File: src/rtl/slot_seg_pkg.sv
package slot_seg_pkg;

    localparam int SLOT_BYTES     = 128;
    localparam int WORD_BYTES     = 4;
    localparam int WORDS_PER_SLOT = SLOT_BYTES / WORD_BYTES;
    localparam int PAYLOAD_BYTES  = SLOT_BYTES - WORD_BYTES;
    localparam int WIDX_W         = $clog2(WORDS_PER_SLOT) + 1;
    localparam logic [31:0] LINK_END = 32'hFFFF_FFFF;

    typedef enum logic [1:0] {
        SEG_RECV,
        SEG_DROP,
        SEG_FIN,
        SEG_DESC
    } seg_state_e;

    typedef struct packed {
        logic [78:0] rsvd;
        logic        multi;
        logic [15:0] slot_cnt;
        logic [15:0] byte_len;
        logic [15:0] head_slot;
    } seg_desc_t;

    function automatic logic [31:0] lane_merge(input logic [31:0] acc,
                                               input logic [7:0]  b,
                                               input logic [1:0]  lane);
        return acc | ({24'b0, b} << {lane, 3'b000});
    endfunction

endpackage

File: src/rtl/slot_free_stack.sv
module slot_free_stack #(
    parameter int DEPTH = 32,
    parameter int BASE  = 0,
    parameter int IDX_W = 9
) (
    input  logic             clk,
    input  logic             rst,
    input  logic             pop,
    input  logic             push,
    input  logic [IDX_W-1:0] push_idx,
    input  logic             save,
    input  logic             restore,
    output logic [IDX_W-1:0] top_idx,
    output logic             empty
);
    localparam int AW = (DEPTH > 1) ? $clog2(DEPTH) : 1;
    localparam int CW = $clog2(DEPTH + 1);

    logic [IDX_W-1:0] entry [DEPTH];
    logic [CW-1:0]    cnt;
    logic [CW-1:0]    saved;
    logic [AW-1:0]    top_ptr;

    assign empty   = (cnt == '0);
    assign top_ptr = AW'(cnt - 1'b1);
    assign top_idx = empty ? '0 : entry[top_ptr];

    always_ff @(posedge clk) begin
        if (rst) begin
            for (int i = 0; i < DEPTH; i++) begin
                entry[i] <= IDX_W'(BASE + DEPTH - 1 - i);
            end
            cnt   <= CW'(DEPTH);
            saved <= CW'(DEPTH);
        end else begin
            if (save) saved <= cnt;
            if (restore) begin
                cnt <= saved;
            end else if (pop) begin
                cnt <= cnt - 1'b1;
            end else if (push) begin
                entry[AW'(cnt)] <= push_idx;
                cnt <= cnt + 1'b1;
            end
        end
    end

    a_r8_no_underflow: assert property (@(posedge clk) disable iff (rst)
        pop |-> !empty);
    a_r7_no_overflow: assert property (@(posedge clk) disable iff (rst)
        push |-> (cnt < CW'(DEPTH)));

endmodule

File: src/rtl/slot_desc_fifo.sv
module slot_desc_fifo #(
    parameter int DEPTH = 4,
    parameter int W     = 128
) (
    input  logic         clk,
    input  logic         rst,
    input  logic         push,
    input  logic [W-1:0] push_data,
    output logic         full,
    output logic         out_valid,
    input  logic         out_ready,
    output logic [W-1:0] out_data
);
    localparam int AW = (DEPTH > 1) ? $clog2(DEPTH) : 1;

    logic [W-1:0]  store [DEPTH];
    logic [AW-1:0] wp, rp;
    logic [AW:0]   cnt;
    logic          pop;

    assign out_valid = (cnt != '0);
    assign full      = (cnt == (AW+1)'(DEPTH));
    assign out_data  = store[rp];
    assign pop       = out_valid && out_ready;

    always_ff @(posedge clk) begin
        if (rst) begin
            wp  <= '0;
            rp  <= '0;
            cnt <= '0;
        end else begin
            if (push) begin
                store[wp] <= push_data;
                wp <= (wp == AW'(DEPTH - 1)) ? '0 : wp + 1'b1;
            end
            if (pop) rp <= (rp == AW'(DEPTH - 1)) ? '0 : rp + 1'b1;
            if (push && !pop)      cnt <= cnt + 1'b1;
            else if (pop && !push) cnt <= cnt - 1'b1;
        end
    end

    a_r9_no_push_full: assert property (@(posedge clk) disable iff (rst)
        push |-> !full);
    a_r12_desc_hold: assert property (@(posedge clk) disable iff (rst)
        (out_valid && !out_ready) |=> (out_valid && $stable(out_data)));

endmodule

File: src/rtl/slot_seg_engine.sv
module slot_seg_engine
    import slot_seg_pkg::*;
#(
    parameter int ONC_SLOTS  = 32,
    parameter int EXT_SLOTS  = 256,
    parameter int DESC_DEPTH = 4,
    localparam int IDX_W   = $clog2(ONC_SLOTS + EXT_SLOTS),
    localparam int ONC_AW  = $clog2(ONC_SLOTS * WORDS_PER_SLOT),
    localparam int EXT_AW  = $clog2(EXT_SLOTS * WORDS_PER_SLOT)
) (
    input  logic              clk,
    input  logic              rst,
    input  logic              in_valid,
    output logic              in_ready,
    input  logic [7:0]        in_data,
    input  logic              in_sop,
    input  logic              in_eop,
    output logic              onc_we,
    output logic [ONC_AW-1:0] onc_addr,
    output logic [31:0]       onc_data,
    output logic              ext_we,
    output logic [EXT_AW-1:0] ext_addr,
    output logic [31:0]       ext_data,
    output logic              desc_valid,
    input  logic              desc_ready,
    output logic [127:0]      desc_data,
    input  logic              free_valid,
    output logic              free_ready,
    input  logic [IDX_W-1:0]  free_slot,
    output logic [15:0]       drop_count
);
    localparam logic [IDX_W-1:0]  ONC_LIM  = IDX_W'(ONC_SLOTS);
    localparam logic [WIDX_W-1:0] WORD_END = WIDX_W'(WORDS_PER_SLOT);

    seg_state_e        state;
    logic              cur_valid;
    logic [IDX_W-1:0]  cur_slot, head_slot;
    logic [WIDX_W-1:0] widx;
    logic [1:0]        boff;
    logic [31:0]       wbuf;
    logic [15:0]       byte_len, slot_cnt;

    logic need_first, need_next, take_byte, accept;
    logic onc_pop, ext_pop, onc_empty, ext_empty, snap, unwind;
    logic [IDX_W-1:0] onc_top, ext_top;
    logic free_take, push_onc, push_ext;
    logic fifo_full, fifo_push, drop_evt;
    logic [31:0] merged;
    seg_desc_t desc_n;

    logic              wr_req;
    logic [IDX_W-1:0]  wr_slot;
    logic [WIDX_W-1:0] wr_word;
    logic [31:0]       wr_dat;

    // ---------------- handshake decisions ----------------
    always_comb begin
        need_first = (state == SEG_RECV) && !cur_valid && in_valid && in_sop;
        need_next  = (state == SEG_RECV) && cur_valid && in_valid && (widx == WORD_END);
        in_ready   = ((state == SEG_RECV) &&
                      ((!cur_valid && !in_sop) || (cur_valid && widx != WORD_END)))
                     || (state == SEG_DROP);
        accept     = in_valid && in_ready;
        take_byte  = accept && (state == SEG_RECV) && cur_valid;
        onc_pop    = need_first && !onc_empty;
        ext_pop    = need_next && !ext_empty;
        snap       = onc_pop;
        unwind     = need_next && ext_empty;
        drop_evt   = (need_first && onc_empty) || unwind;
        fifo_push  = (state == SEG_DESC) && !fifo_full;
        free_ready = (state == SEG_RECV) && !cur_valid && !in_valid;
        free_take  = free_valid && free_ready;
        push_onc   = free_take && (free_slot < ONC_LIM);
        push_ext   = free_take && (free_slot >= ONC_LIM);
        merged     = lane_merge(wbuf, in_data, boff);
    end

    // ---------------- write request selection ----------------
    always_comb begin
        wr_req  = 1'b0;
        wr_slot = cur_slot;
        wr_word = '0;
        wr_dat  = '0;
        if (ext_pop) begin
            wr_req = 1'b1;
            wr_dat = 32'(ext_top);
        end else if (take_byte && (boff == 2'd3 || in_eop)) begin
            wr_req  = 1'b1;
            wr_word = widx;
            wr_dat  = merged;
        end else if (state == SEG_FIN) begin
            wr_req = 1'b1;
            wr_dat = LINK_END;
        end
    end

    always_ff @(posedge clk) begin
        if (rst) begin
            onc_we   <= 1'b0;
            ext_we   <= 1'b0;
            onc_addr <= '0;
            ext_addr <= '0;
            onc_data <= '0;
            ext_data <= '0;
        end else begin
            onc_we   <= wr_req && (wr_slot < ONC_LIM);
            ext_we   <= wr_req && (wr_slot >= ONC_LIM);
            onc_addr <= ONC_AW'(int'(wr_slot) * WORDS_PER_SLOT + int'(wr_word));
            ext_addr <= EXT_AW'((int'(wr_slot) - ONC_SLOTS) * WORDS_PER_SLOT + int'(wr_word));
            onc_data <= wr_dat;
            ext_data <= wr_dat;
        end
    end

    // ---------------- packet state machine ----------------
    always_ff @(posedge clk) begin
        if (rst) begin
            state      <= SEG_RECV;
            cur_valid  <= 1'b0;
            cur_slot   <= '0;
            head_slot  <= '0;
            widx       <= WIDX_W'(1);
            boff       <= '0;
            wbuf       <= '0;
            byte_len   <= '0;
            slot_cnt   <= '0;
            drop_count <= '0;
        end else begin
            if (drop_evt) drop_count <= drop_count + 16'd1;
            case (state)
                SEG_RECV: begin
                    if (need_first) begin
                        if (onc_empty) begin
                            state <= SEG_DROP;
                        end else begin
                            cur_valid <= 1'b1;
                            cur_slot  <= onc_top;
                            head_slot <= onc_top;
                            byte_len  <= '0;
                            slot_cnt  <= 16'd1;
                            widx      <= WIDX_W'(1);
                            boff      <= '0;
                            wbuf      <= '0;
                        end
                    end else if (need_next) begin
                        if (ext_empty) begin
                            state     <= SEG_DROP;
                            cur_valid <= 1'b0;
                        end else begin
                            cur_slot <= ext_top;
                            slot_cnt <= slot_cnt + 16'd1;
                            widx     <= WIDX_W'(1);
                        end
                    end else if (take_byte) begin
                        byte_len <= byte_len + 16'd1;
                        if (boff == 2'd3 || in_eop) begin
                            wbuf <= '0;
                            boff <= '0;
                            widx <= widx + 1'b1;
                        end else begin
                            wbuf <= merged;
                            boff <= boff + 1'b1;
                        end
                        if (in_eop) state <= SEG_FIN;
                    end
                end
                SEG_DROP: if (accept && in_eop) state <= SEG_RECV;
                SEG_FIN:  state <= SEG_DESC;
                SEG_DESC: begin
                    if (!fifo_full) begin
                        state     <= SEG_RECV;
                        cur_valid <= 1'b0;
                    end
                end
                default: state <= SEG_RECV;
            endcase
        end
    end

    always_comb begin
        desc_n           = '0;
        desc_n.head_slot = 16'(head_slot);
        desc_n.byte_len  = byte_len;
        desc_n.slot_cnt  = slot_cnt;
        desc_n.multi     = (slot_cnt > 16'd1);
    end

    // ---------------- pools and descriptor queue ----------------
    slot_free_stack #(.DEPTH(ONC_SLOTS), .BASE(0), .IDX_W(IDX_W)) onc_pool_i (
        .clk(clk), .rst(rst), .pop(onc_pop), .push(push_onc), .push_idx(free_slot),
        .save(snap), .restore(unwind), .top_idx(onc_top), .empty(onc_empty));

    slot_free_stack #(.DEPTH(EXT_SLOTS), .BASE(ONC_SLOTS), .IDX_W(IDX_W)) ext_pool_i (
        .clk(clk), .rst(rst), .pop(ext_pop), .push(push_ext), .push_idx(free_slot),
        .save(snap), .restore(unwind), .top_idx(ext_top), .empty(ext_empty));

    slot_desc_fifo #(.DEPTH(DESC_DEPTH), .W(128)) desc_q_i (
        .clk(clk), .rst(rst), .push(fifo_push), .push_data(desc_n), .full(fifo_full),
        .out_valid(desc_valid), .out_ready(desc_ready), .out_data(desc_data));

    a_r8_drop_step: assert property (@(posedge clk) disable iff (rst)
        1'b1 |=> (drop_count == $past(drop_count) ||
                  drop_count == $past(drop_count) + 16'd1));
    a_r6_desc_after_fin: assert property (@(posedge clk) disable iff (rst)
        fifo_push |-> $past(state) == SEG_FIN || $past(state) == SEG_DESC);

endmodule

File: config.mk
export PLATFORM = sky130hd
export DESIGN_NAME = slot_seg_engine
export DESIGN_NICKNAME = d
export VERILOG_FILES = /design/src/rtl/slot_seg_pkg.sv /design/src/rtl/slot_free_stack.sv /design/src/rtl/slot_desc_fifo.sv /design/src/rtl/slot_seg_engine.sv
export SDC_FILE = /design/constraint.sdc
export NUM_CORES = 2
export LEC_CHECK = 0
export BUFFER_PORTS_ARGS = -buffer_cell sky130_fd_sc_hd__buf_2
export CAP_MARGIN = 20
export CORE_ASPECT_RATIO = 1.25
export CORE_MARGIN = 2
export CORE_UTILIZATION = 40
export CTS_CLUSTER_DIAMETER = 80
export DETAILED_ROUTE_END_ITERATION = 16
export PLACE_DENSITY_LB_ADDON = 0.15
export SLEW_MARGIN = 20
export SYNTH_ARGS = -nofsm -noshare
export SYNTH_HDL_FRONTEND = slang
export SYNTH_SLANG_ARGS = --single-unit
File: constraint.sdc
create_clock -name clk -period 7.2 [get_ports clk]
set_input_delay 1.44 -clock clk [delete_from_list [all_inputs] [get_ports clk]]
set_output_delay 1.44 -clock clk [all_outputs]
set_load 0.005 [all_outputs]
==> metrics.md <==
| Metric | Value |
|---|---|
| Status | `finished clean` |
| Max Cap Violations | `0` |
| Die height | `647 microns` |
| Post-layout util | `45.2%` |
| Synth Area in Adders | `less than 1%` |
| Final Hold Fails | `0` |
| Post-layout nets | `9672` |
| Gr ovfl total | `0` |
| Iter 0 DRT Violations | `8781` |
| Post-synth top flop | `edfxtp_1` |
| Clk_lat worst skew | `just over 0.9 ns` |
| Clock root cell | `clkbuf_16` |
| Count of state elements after synthesis | `2955` |
| CORE AREA | `328000 sq um` |
| Resized cells post-CTS | `0` |
| Combinational family with the most area after synthesis | `simple AND/OR/NAND/NOR gates` |
| Fin Clk Skew | `0.0527 ns` |
| Final Wtd Congestion | `0.920` |
| Crit start category | `flop` |
| Post-synthesis xor/xnor area fraction | `less than 1%` |
| Mapped Area | `132000 sq um` |
| Post-cts hold buffer count | `0` |
| Post-synthesis compound-gate area fraction | `under 10%` |
| Crit-path max FO | `31` |
| Hold_ws | `approximately 0.47 ns` |
| Post-Syn Instances | `9599` |
| Most used cell, CP | `buf_4` |
| Port bufs | `around 170` |
| Final number of setup-violating endpoints | `0` |
| Most common cell after layout, fill and taps aside | `edfxtp_1` |
| CP Capture Type | `flop` |
| Drt pass-1 iters | `7` |
| Power per Cell Area | `roughly 270 nW/um^2` |
| Synth area leader | `edfxtp_1` |
| Critical Path Start | `ext_pool_i.cnt[0]` |
| Worst Hold Class | `flop to flop` |
| Leak | `45.4 nW` |
| Placed wire-length estimate | `276 mm` |
| Yosys top cell area share | `62.7%` |
| Mux contribution to synthesized area | `12.5%` |
| Critical R2R Launch | `ext_pool_i.cnt[0]` |
| Hold_sp | `ext_pool_i.saved[5]` |
| Simple-gate share of the synthesized area | `about an eighth` |
| Post-synth ARST share | `0%` |
| Setup Buffers After CTS | `0` |
| Synth cell types | `107` |
| Chip Width | `roughly 520 microns` |
| Global-route wire length before repair | `between 600 and 700 mm` |
| Most frequent cells in the layout | `edfxtp_1, nand2_1, nor3_1, mux4_2, nor2_1` |
| Fmax | `~160 MHz` |
| Area delta synth->final | `12.2%` |
| Cell Rows | `235` |
| Slew HR | `15.9%` |
| Via density per instance | `approximately 5.9` |
| Antenna viol nets, final | `0` |
| # fillers | `29300` |
| Overall die area | `between 300000 and 400000 sq um` |
| Sum Neg Setup Slack | `0 ns` |
| Post-synthesis sequential area ratio | `around two thirds` |
| Htree depth | `5` |
| Share of post-route cells with drive strength above 1 | `19.3%` |
| Pins over their slew limit | `0` |
| Tightest Pin Transition | `between 1 and 1.5 ns` |
| Clock sink total | `slightly below 3000` |
| Post-synth EDFFs | `2760` |
| Critical path cell sequence | `inv_2 -> ha_1 -> or3b_1 -> a32oi_1 -> nand2_1 -> buf_4 -> a2111oi_0 -> buf_4 -> a221oi_1 -> and3_1 -> a211oi_1 -> buf_4 -> o21ai_0` |
| Clock slew at reported path FFs | `0.06 ns` |
| Synthesized area per cell | `13.8 sq um` |
| Top Ports | `260` |
| Routed vias | `83900` |
| CTS tree | `done` |
| Slowest stage delay, CP | `0.85 ns` |
| DRT Wirelength | `429 mm` |
| Final cycle utilization of the critical path | `84.7%` |
| DRC | `0` |
| Crit path time final | `roughly 6.1 ns` |
| Worst EP arrival | `6.85 ns` |
| Slowest CP cell | `a211oi_1` |
| RSZ-0062 raised after global routing | `no` |
| YS warnings | `0` |
| WP data required | `7.95 ns` |
| Ranking of synthesized cells by area | `edfxtp_1, mux4_2, nor3_1` |
| Worst setup path class | `flop to flop` |
| Avg WL per Cell | `30.1 microns` |
| VDD IR max | `324 uV` |
| Largest net degree at the start of global routing | `119` |
| Initial Utilization | `between 40% and 50%` |
| Setup WS pre-CTS | `approximately 1.1 ns` |
| Initial antenna violation count | `21` |
| Total GRT Usage | `25.1%` |
| Cts bufs inserted | `a little over 300` |
| CTS Buffer Depth | `4` |
| Final Worst Setup Slack | `1.10 ns` |
| Vias in the first global route | `roughly 84000` |
==> cells by family after synthesis <==
family	after synthesis
multiplexers	772
AND/OR/NAND/NOR	3832
XOR/XNOR	68
AO/OA/AOI/OAI	770
flip-flops	2955
other	1
adder cells (fa/ha/maj)	29
buffers and inverters	1172
==> layer usage <==
| metal | GRT usage (%) | vias up | wire length (microns) |
|---|---|---|---|
| met1 | 31.1 | 43600 | 162000 |
| met4 | 11.6 | 12 | 22000 |
| met3 | 3.84 | 833 | 29600 |
| met5 | 0 | - | 92 |
| li1 | - | 35900 | - |
| met2 | 43.3 | 3614 | 215000 |
==> synth_stat cells (8+ instances only) <==
cell	n
clkbuf_1	740
a21o_1	13
buf_4	182
nor4_1	22
edfxtp_1	2760
a21oi_1	250
ha_1	28
nand3_1	213
nor2_1	541
a22oi_1	25
nor2b_1	14
or2_2	12
buf_2	114
inv_1	28
a211oi_1	32
o21ai_0	287
dfxtp_1	195
xnor2_1	30
buf_1	51
and2_1	147
mux2i_1	68
xor2_1	36
inv_2	8
and3_1	37
nand4_1	31
nand2_1	1381
a22o_1	20
buf_6	39
a221oi_1	16
o221ai_1	10
or3_1	245
nor3_1	1135
a31oi_1	23
mux4_2	697
o22ai_1	15
==> registers in the layout, indices dropped and copies added, names as in the netlist, 16 cells and up, named ones only <==
register,count
drop_count,16
byte_len,16
onc_pool_i.entry,288
slot_cnt,16
desc_q_i.store,168
ext_data,32
ext_pool_i.entry,2304
wbuf,32
==> final timing paths <==
check / to / slack, ns / cells past startpoint
worst max-delay path: ext_data[8] / 1.10 / 13
worst min-delay path: ext_pool_i.saved[5] / 0.47 / 2
worst max register to register: ext_data[8] / 1.10 / 13
worst min register to register: ext_pool_i.saved[5] / 0.47 / 2
==> per-stage QoR <==
stage | cells | cell area (sq um) | power (W)
after floorplan | 9812 | 133000 | 0.0225
after global placement | 13700 | 138000 | 0.0244
after detailed placement | 13700 | 138000 | 0.0244
after CTS | 14200 | 148000 | 0.0403
after global routing | 14300 | 148000 | 0.0411
final | 14300 | 148000 | 0.0401
==> layout make-up <==
cell class	instances	area, sq um	area share (%)
Clock buffer	385	8310	5.60
Inverter	38	206	0.139
Timing Repair Buffer	633	4830	3.26
Clock inverter	168	1560	1.06
Tap cell	4384	5490	3.70
Sequential cell	2955	86800	58.6
Antenna cell	5	12.5	0.00844
Multi-Input combinational cell	5685	41000	27.7
==> worst max-delay path: cells and delay by family, from the launching register on <==
kind                     cells  cell delay [ns]
adder cells (fa/ha/maj)      1             0.77
AO/OA/AOI/OAI                5             1.73
AND/OR/NAND/NOR              3             1.28
buffers and inverters        4             1.57
flip-flops                   1             0.53
==> report_power, final <==
part           leakage, nW  switching, W  total [W]  internal, W
clock                 4.87       0.00683     0.0160      0.00919
combinational         13.1       0.00293    0.00447      0.00154
sequential            27.4      0.000304     0.0196       0.0193
Power figures use the tool's default switching activity.
